### config.mk
export PLATFORM = sky130hd
export DESIGN_NAME = nand_word_bridge
export DESIGN_NICKNAME = d
export VERILOG_FILES = /design/src/rtl/nwb_pkg.sv /design/src/rtl/nwb_sync.sv /design/src/rtl/nwb_strobe_seq.sv /design/src/rtl/nand_word_bridge.sv
export SDC_FILE = /design/constraint.sdc
export NUM_CORES = 1
export LEC_CHECK = 0
export BUFFER_PORTS_ARGS = -buffer_cell sky130_fd_sc_hd__buf_2
export CAP_MARGIN = 15
export CORE_MARGIN = 1
export CORE_UTILIZATION = 44
export CTS_CLUSTER_DIAMETER = 40
export DETAILED_ROUTE_END_ITERATION = 8
export PLACE_DENSITY = 0.79
export SYNTH_ARGS = -nofsm -noshare
export SYNTH_HDL_FRONTEND = slang
export SYNTH_SLANG_ARGS = --single-unit
### constraint.sdc
create_clock -name clk -period 2.9 [get_ports clk]
set_clock_uncertainty 0.1 [all_clocks]
set_input_delay 0.145 -clock clk [delete_from_list [all_inputs] [get_ports clk]]
set_output_delay 0.145 -clock clk [all_outputs]
set_load 0.01 [all_outputs]
### src/rtl/nwb_pkg.sv
package nwb_pkg;
  localparam int WORD_W   = 32;
  localparam int BYTE_W   = 8;
  localparam int KIND_LSB = 28;
  localparam int KIND_W   = 3;
  localparam int CE_BIT   = 31;
  localparam int BYTE_LSB = 16;
  localparam int BUSY_BIT = 15;

  localparam logic [KIND_W-1:0] KIND_CMD  = 3'd0;
  localparam logic [KIND_W-1:0] KIND_ADDR = 3'd1;
  localparam logic [KIND_W-1:0] KIND_ARM  = 3'd2;
  localparam logic [KIND_W-1:0] KIND_DATA = 3'd3;

  typedef enum logic [1:0] {OP_CMD, OP_ADDR, OP_DATA, OP_READ} op_t;
  typedef enum logic [1:0] {PH_IDLE, PH_SETUP, PH_LOW, PH_HOLD} phase_t;
endpackage

### src/rtl/nwb_sync.sv
module nwb_sync #(
  parameter int   STAGES    = 2,
  parameter logic RESET_VAL = 1'b1
) (
  input  logic clk,
  input  logic rst_n,
  input  logic d,
  output logic q
);
  logic [STAGES-1:0] chain;

  generate
    for (genvar i = 0; i < STAGES; i++) begin : g_stage
      always_ff @(posedge clk or negedge rst_n) begin
        if (!rst_n) chain[i] <= RESET_VAL;
        else if (i == 0) chain[i] <= d;
        else chain[i] <= chain[(i == 0) ? 0 : i-1];
      end
    end
  endgenerate

  assign q = chain[STAGES-1];
endmodule

### src/rtl/nwb_strobe_seq.sv
module nwb_strobe_seq
  import nwb_pkg::*;
#(
  parameter int PULSE_LOW = 3,
  parameter int HOLD      = 2
) (
  input  logic              clk,
  input  logic              rst_n,
  input  logic              start,
  input  op_t               op,
  input  logic [BYTE_W-1:0] wbyte,
  input  logic [BYTE_W-1:0] io_in,
  output logic              busy,
  output logic              finish_read,
  output logic [BYTE_W-1:0] rbyte,
  output logic              we_n,
  output logic              re_n,
  output logic              cle,
  output logic              ale,
  output logic [BYTE_W-1:0] io_out,
  output logic              io_oe
);
  localparam int MAXC = (PULSE_LOW > HOLD) ? PULSE_LOW : HOLD;
  localparam int CW   = (MAXC < 2) ? 1 : $clog2(MAXC);
  localparam logic [CW-1:0] LOW_LAST  = CW'(PULSE_LOW - 1);
  localparam logic [CW-1:0] HOLD_LAST = CW'(HOLD - 1);

  phase_t            phase;
  logic [CW-1:0]     cnt;
  op_t               op_q;
  logic [BYTE_W-1:0] byte_q;
  logic              is_rd, active, last_hold;

  assign is_rd     = (op_q == OP_READ);
  assign active    = (phase != PH_IDLE);
  assign last_hold = (phase == PH_HOLD) && (cnt == HOLD_LAST);

  always_ff @(posedge clk or negedge rst_n) begin
    if (!rst_n) begin
      phase  <= PH_IDLE;
      cnt    <= '0;
      op_q   <= OP_DATA;
      byte_q <= '0;
      rbyte  <= '0;
    end else begin
      unique case (phase)
        PH_IDLE: if (start) begin
          phase  <= PH_SETUP;
          op_q   <= op;
          byte_q <= wbyte;
        end
        PH_SETUP: begin
          phase <= PH_LOW;
          cnt   <= '0;
        end
        PH_LOW: if (cnt == LOW_LAST) begin
          phase <= PH_HOLD;
          cnt   <= '0;
          if (is_rd) rbyte <= io_in;
        end else cnt <= cnt + 1'b1;
        PH_HOLD: if (last_hold) phase <= PH_IDLE;
                 else cnt <= cnt + 1'b1;
        default: phase <= PH_IDLE;
      endcase
    end
  end

  assign busy        = active;
  assign finish_read = last_hold && is_rd;
  assign we_n        = !((phase == PH_LOW) && !is_rd);
  assign re_n        = !((phase == PH_LOW) && is_rd);
  assign cle         = active && (op_q == OP_CMD);
  assign ale         = active && (op_q == OP_ADDR);
  assign io_oe       = active && !is_rd;
  assign io_out      = byte_q;
endmodule

### src/rtl/nand_word_bridge.sv
module nand_word_bridge
  import nwb_pkg::*;
#(
  parameter int PULSE_LOW   = 3,
  parameter int HOLD        = 2,
  parameter int SYNC_STAGES = 2
) (
  input  logic              clk,
  input  logic              rst_n,
  input  logic              req_valid,
  output logic              req_ready,
  input  logic              req_write,
  input  logic              req_addr,
  input  logic [WORD_W-1:0] req_wdata,
  output logic              rsp_valid,
  input  logic              rsp_ready,
  output logic [WORD_W-1:0] rsp_rdata,
  output logic              nand_ce_n,
  output logic              nand_cle,
  output logic              nand_ale,
  output logic              nand_we_n,
  output logic              nand_re_n,
  output logic [BYTE_W-1:0] nand_io_out,
  output logic              nand_io_oe,
  input  logic [BYTE_W-1:0] nand_io_in,
  input  logic              nand_rb_n
);
  logic              accept, wr_known, seq_start, seq_busy, seq_fin_rd;
  logic              ce_q, armed_q, rb_sync;
  logic [KIND_W-1:0] kind;
  logic [BYTE_W-1:0] seq_rbyte;
  op_t               seq_op;

  assign accept    = req_valid && req_ready;
  assign kind      = req_wdata[KIND_LSB +: KIND_W];
  assign wr_known  = accept && req_write && (kind <= KIND_DATA);
  assign req_ready = !seq_busy && !rsp_valid;

  always_comb begin
    seq_op    = OP_DATA;
    seq_start = 1'b0;
    if (wr_known && kind != KIND_ARM) begin
      seq_start = 1'b1;
      unique case (kind)
        KIND_CMD:  seq_op = OP_CMD;
        KIND_ADDR: seq_op = OP_ADDR;
        default:   seq_op = OP_DATA;
      endcase
    end else if (accept && !req_write && req_addr && armed_q) begin
      seq_start = 1'b1;
      seq_op    = OP_READ;
    end
  end

  always_ff @(posedge clk or negedge rst_n) begin
    if (!rst_n) begin
      ce_q    <= 1'b0;
      armed_q <= 1'b0;
    end else if (wr_known) begin
      ce_q    <= req_wdata[CE_BIT];
      armed_q <= (kind == KIND_ARM);
    end
  end

  always_ff @(posedge clk or negedge rst_n) begin
    if (!rst_n) begin
      rsp_valid <= 1'b0;
      rsp_rdata <= '0;
    end else begin
      if (rsp_valid && rsp_ready) rsp_valid <= 1'b0;
      if (accept && !req_write && !req_addr) begin
        rsp_valid <= 1'b1;
        rsp_rdata <= '0;
        rsp_rdata[BUSY_BIT] <= !rb_sync;
      end else if (accept && !req_write && !armed_q) begin
        rsp_valid <= 1'b1;
        rsp_rdata <= '0;
      end
      if (seq_fin_rd) begin
        rsp_valid <= 1'b1;
        rsp_rdata <= '0;
        rsp_rdata[BYTE_LSB +: BYTE_W] <= seq_rbyte;
      end
    end
  end

  assign nand_ce_n = !ce_q;

  nwb_sync #(.STAGES(SYNC_STAGES), .RESET_VAL(1'b1)) u_rb_sync (
    .clk(clk), .rst_n(rst_n), .d(nand_rb_n), .q(rb_sync)
  );

  nwb_strobe_seq #(.PULSE_LOW(PULSE_LOW), .HOLD(HOLD)) u_seq (
    .clk(clk), .rst_n(rst_n), .start(seq_start), .op(seq_op),
    .wbyte(req_wdata[BYTE_LSB +: BYTE_W]), .io_in(nand_io_in),
    .busy(seq_busy), .finish_read(seq_fin_rd), .rbyte(seq_rbyte),
    .we_n(nand_we_n), .re_n(nand_re_n), .cle(nand_cle), .ale(nand_ale),
    .io_out(nand_io_out), .io_oe(nand_io_oe)
  );
endmodule

* Word level (Yosys, flattened, before mapping)
Index checks and enable logic that the tools add are counted.
** Word-level totals
- Logic and storage cells :: 85
- Latch bits :: 0
- Memory bits (read-only) :: 0
- Memories kept :: 0
- Output and inout port bits :: 48
- Bits in registers :: 59
- Bits of input ports :: 47
- Memory bits (writable) :: 0
** Cells by class
- Add/sub/neg operators :: 1
- Shift operators :: 0
- $mul :: 0
- Order comparisons :: 1
- Reductions and logical operators :: 39
- Multiplexer cells :: 19
- Div/mod/pow operators :: 0
- Eq/ne operators :: 14
- Bitwise operators :: 0
** Operators by type and width (number)
- two-way mux 32 bit :: 3
- logical AND 1 bit :: 18
- two-way mux 2 bit :: 6
- zero test 1 bit :: 10
- == test 2 bit (second input constant) :: 4
- case mux 2 bit (4 select lines) :: 1
- two-way mux 1 bit :: 7
- == test 2 x 1 -> 1 bit (second input constant) :: 3
- case mux 2 bit (3 select lines) :: 1
- AND reduction 3 bit :: 2
- nonzero test 3 bit :: 2
- zero test 2 bit :: 2
- inequality test 2 x 1 -> 1 bit (second input constant) :: 2
- inequality test 2 bit (second input constant) :: 2
- case mux 2 bit (2 select lines) :: 1
- AND reduction 2 bit :: 2
- nonzero test 4 bit :: 1
- == test 3 x 1 -> 1 bit (second input constant) :: 1
- == test 3 x 2 -> 1 bit (second input constant) :: 1
- less-or-equal comparator 3 x 2 -> 1 bit (second input constant) :: 1
- zero test 3 bit :: 1
- inequality test 3 x 2 -> 1 bit (second input constant) :: 1
- adder 2 x 1 -> 2 bit (second input constant) :: 1
- nonzero test 2 bit :: 1

* Longest topological paths before layout
- Depth in word-level cells :: 11
- Gate-level depth with buffers :: 7
- Mapped depth without buffers :: 6

* Modules after synthesis
A second synthesis with hierarchy kept.
** Second synthesis, totals
- Cell total of the unflattened synthesis :: 153
- Area total of the unflattened synthesis :: 1829.3 um^2
** Modules (own cells, without submodules)
- nwb_strobe_seq :: seq. area each 551.8 um^2, area each 1038.5 um^2, cells an instance 80, instances 1
- nand_word_bridge :: seq. area each 300.3 um^2, area each 738.2 um^2, cells an instance 71, instances 1
- nwb_sync :: seq. area each 52.6 um^2, area each 52.6 um^2, cells an instance 2, instances 1

* Worst setup path after synthesis
OpenSTA, ideal clock, no wires.
- Path type :: reg-to-reg
- Start :: reg u_seq.phase[0]
- End :: reg u_seq.phase[1]
- Library setup time :: 0.128 ns
- Clock period less this slack :: 2.072 ns
- Required time :: 2.672 ns
- Arrival :: 1.845 ns
- Buffers on the path :: 0
- Stages on the path, launching flop included :: 7
- Slack :: 0.828 ns
- Cells stage by stage :: dfrtp_1 -> inv_1 -> ha_1 -> nand4b_1 -> or3_4 -> a311oi_2 -> mux2_1
** Between the ends
- Cells in the longest elaborated chain, start to end :: 11
** RTL lines
- start, declared :: RTL line nwb_strobe_seq.sv:28 : phase_t phase;
- start signal, assigned :: RTL line nwb_strobe_seq.sv:40 : phase <= PH_IDLE;
- start signal, assigned :: RTL line nwb_strobe_seq.sv:48 : phase <= PH_SETUP;
- start signal, assigned :: RTL line nwb_strobe_seq.sv:53 : phase <= PH_LOW;
- nonzero test 2 bit :: RTL line nwb_strobe_seq.sv:35 : assign active = (phase != PH_IDLE);
- zero test 1 bit :: RTL line nand_word_bridge.sv:37 : assign req_ready = !seq_busy && !rsp_valid;
- logical AND 1 bit :: RTL line nand_word_bridge.sv:37
- logical AND 1 bit :: RTL line nand_word_bridge.sv:34 : assign accept = req_valid && req_ready;
- logical AND 1 bit (3 in a row) :: RTL line nand_word_bridge.sv:49 : end else if (accept && !req_write && req_addr && armed_q) begin
- two-way mux 1 bit :: RTL line nand_word_bridge.sv:49
- two-way mux 1 bit :: RTL line nand_word_bridge.sv:42 : if (wr_known && kind != KIND_ARM) begin
- inequality test 2 bit (no line)
- AND reduction 3 bit (no line)
Several ways; a longest one is shown, not always the timed one.
A chain may end at the register's enable or synchronous reset.

* Final worst setup path
Same ends and word-level chain as after synthesis.

==> impl_results.md <==
- Total Nets Final: 275
- Sequential power share: 40.9%
- Crit Path Class: reg -> reg
- Root Buffer: clkbuf_8
- Initial core utilization: 46.8%
- Leading area contributor after synthesis: dfrtp_1
- Comb pwr share: 39.0%
- CP Data Arrival Time: 2330 ps
- Ys flop type: dfrtp_1
- Ant diodes: 0
- Initial antenna violation count: 0
- DP Cell Count: 241
- FF+latch count, synth: 36
- Synth warnings: 0
- DRC Markers: 0
- Post-route ant nets: 0
- Crit path time final: 2260 ps
- Worst endpoint required time: 2970 ps
- Max-Cap Viols: 0
- Final Non-Filler Cells: 270
- CTS Sinks: 36
- Placed cell area: 1960 sq um
- Maximum vdd drop: 0.521 mV
- DR iter-0 viols: 32
- Post CTS Setup Buffer Count: 0
- Yosys top cell area share: 47.4%
- Routed vias/inst: 4.56
- Largest net degree at the start of global routing: 37
- Post-CTS sizing: 0
- Area grow syn2layout: 31.0%
- Clock tree buffer depth: 2
- Worst-Margin Slew: 762 ps
- CTS tree: done
- Worst setup SP type: flop
- Tcrit/Tclk final: 77.8%
- Internal: 1.42 mW
- Setup ws final: 644 ps
- Cts hold-fix bufs: 21
- Detailed Routing Iterations Pass 1: 4
- Critical Path End: u_seq.phase[1]
- Final WL: 3350 um
- Synth Area per Inst: 12.1 sq um
- R2r setup slk: 640 ps
- Final setup viols: 0
- Status: complete, no violations
- Leak pwr: 1.17 nW
- Clk pwr share: 20.1%
- Cell area after synthesis: 1740 sq um
- Reg2Reg Depth: 6
- Die ar.: 4210 sq um
- HPWL after DPL: 2240 um
- Seq/Total Area, Yosys: 52.0%
- Worst setup EP type: flop
- Final setup TNS: 0 ps
- Post-synth EDFFs: 0
- Reg-to-reg endpoint: u_seq.phase[1]
- Core Area: 3720 sq um
- Area contributors post-synth: dfrtp_1 47%, mux2_2 12%, buf_4 9.9%, ha_1 5.0%, dfstp_2 4.5%
- Clock transition at path regs: 70 ps
- Worst-Skew Late Latency: 290 ps
- Vias in the first global route: 1188
- Crit Reg-Reg Startpoint: u_seq.phase[0]
- Chip width: 64.9 um
- Total gr overflow: 0
- Fin. Hold Viols: 0
- TritonCTS Buffers: 5
- Fmax achieved: 443 MHz
- Global-route wire length before repair: 5490 um
- Vias: 1232
- GRT Total Usage: 18.0%
- Count of buffers from port buffering: 51
- # IOs: 95
- DR WL/cell: 12.4 um
- Sw Pwr: 0.730 mW
- Power per cell area: 942 nW/um^2
- Slew Limit Fails: 0
- Switch share: 34.0%
- Top fanout value on the critical path: 7
- CP Launch Point: u_seq.phase[0]
- Post-synth cell types: 30
- Asr flop ratio synth: 100%
- Pre-CTS WS: 645 ps
- RSZ-0062 raised after global routing: no
- GP Congestion: 0.748
- Final instance area: 2280 sq um
- Hold Path Class: in -> reg
- Layout cells sized above 1: 38.3%
- Rows: 22
- H-tree depth: 2
- Rel. slew slack: 49.2%
- Die Y: 64.9 um
- Gate Count Post-Synth: 144
## final cells by class
cell class | count | area, sq um
Fill cell | 317 | 1440
Inverter | 7 | 26.3
Clock buffer | 5 | 68.8
Multi-Input combinational cell | 98 | 704
Clock inverter | 3 | 42.5
Tap cell | 48 | 60.1
Timing Repair Buffer | 73 | 473
Sequential cell | 36 | 905
## synth_stat cells (2+ instances only)
cell and n:
ha_1 7, dfrtp_1 33, dfstp_2 3, mux2_2 18
a21oi_1 6, buf_4 23, nand2_1 7, nor2_1 5
a22o_1 9, nor2b_1 5, o21ai_0 2, inv_1 7
nand3_1 2
## registers in the layout, summed over array words and instances, names as in the netlist
signal,flops
u_seq.io_out,8
armed_q,1
rsp_rdata,9
u_rb_sync.q,1
u_seq.cnt,2
u_rb_sync.chain,1
ce_q,1
u_seq.phase,2
u_seq.rbyte,8
rsp_valid,1
u_seq.op_q,2
## cell families (layout without fill, tap and decap cells)
family	after synthesis	count (layout)	synth area share, %
compound gates	20	20	8.63
fa+ha+maj	7	7	5.03
buf+inv	32	88	12.3
flops	36	36	52.0
mux	20	20	12.9
other cells	1	23	0.215
simple gates	28	28	8.99
## worst max-delay path: stages (launching register included)
cell      delay, ps
dfrtp_1         380
inv_1           120
ha_1            330
nand4b_1        150
or3_4           360
a311oi_2        350
mux2_1          350
## worst min path at each step
| stage | depth (start not counted) | to | startpoint |
|---|---|---|---|
| after floorplan | 0 | armed_q | rst_n |
| after global routing | 3 | u_seq.op_q[1] | req_wdata[29] |
| final | 3 | u_seq.op_q[1] | req_wdata[29] |
| after detailed placement | 1 | u_rb_sync.chain[0] | nand_rb_n |
| after CTS | 3 | u_seq.op_q[1] | req_wdata[29] |
| after global placement | 1 | u_rb_sync.chain[0] | nand_rb_n |
## power groups by stage
stage	combinational (mW)	sequential (mW)	clock, mW
6_report	0.839	0.878	0.431
5_1_grt	0.932	0.909	0.472
4_1_cts	0.848	0.877	0.442
3_5_place_dp	0.827	0.881	0
3_3_place_gp	0.799	0.876	0
2_1_floorplan	0.525	0.911	0
## cells in the final DEF, fill, tap and decap left out, drive strengths merged, types with 2 or more instances in the layout
master       instances
dfrtp               33
mux2                19
a21oi                6
conb                23
a22o                 9
ha                   7
buf                 52
o21ai                2
inv                  7
clkbuf               5
nand2                7
nor2                 5
nor2b                5
dlygate4sd3         21
nand3                2
dfstp                3
## metal layers
layer  GRT usage (%)  vias up  routed length (um)
li1                -      602                   -
met1            20.7      578                1410
met2            29.8       42                1710
met3            5.28       10                 142
met4            10.0        0                  87
met5               0        -                   0
## metrics by stage
step                      total power [mW]  utilization, %  hold WS, ps
after floorplan                       1.44               -         -251
after global placement                1.67            52.7          150
after detailed placement              1.71            52.7          151
after CTS                             2.17            61.3         54.1
after global routing                  2.31            61.3         88.3
final                                 2.15            61.3         60.3
Note: power is estimated with default switching activity, not from simulation.
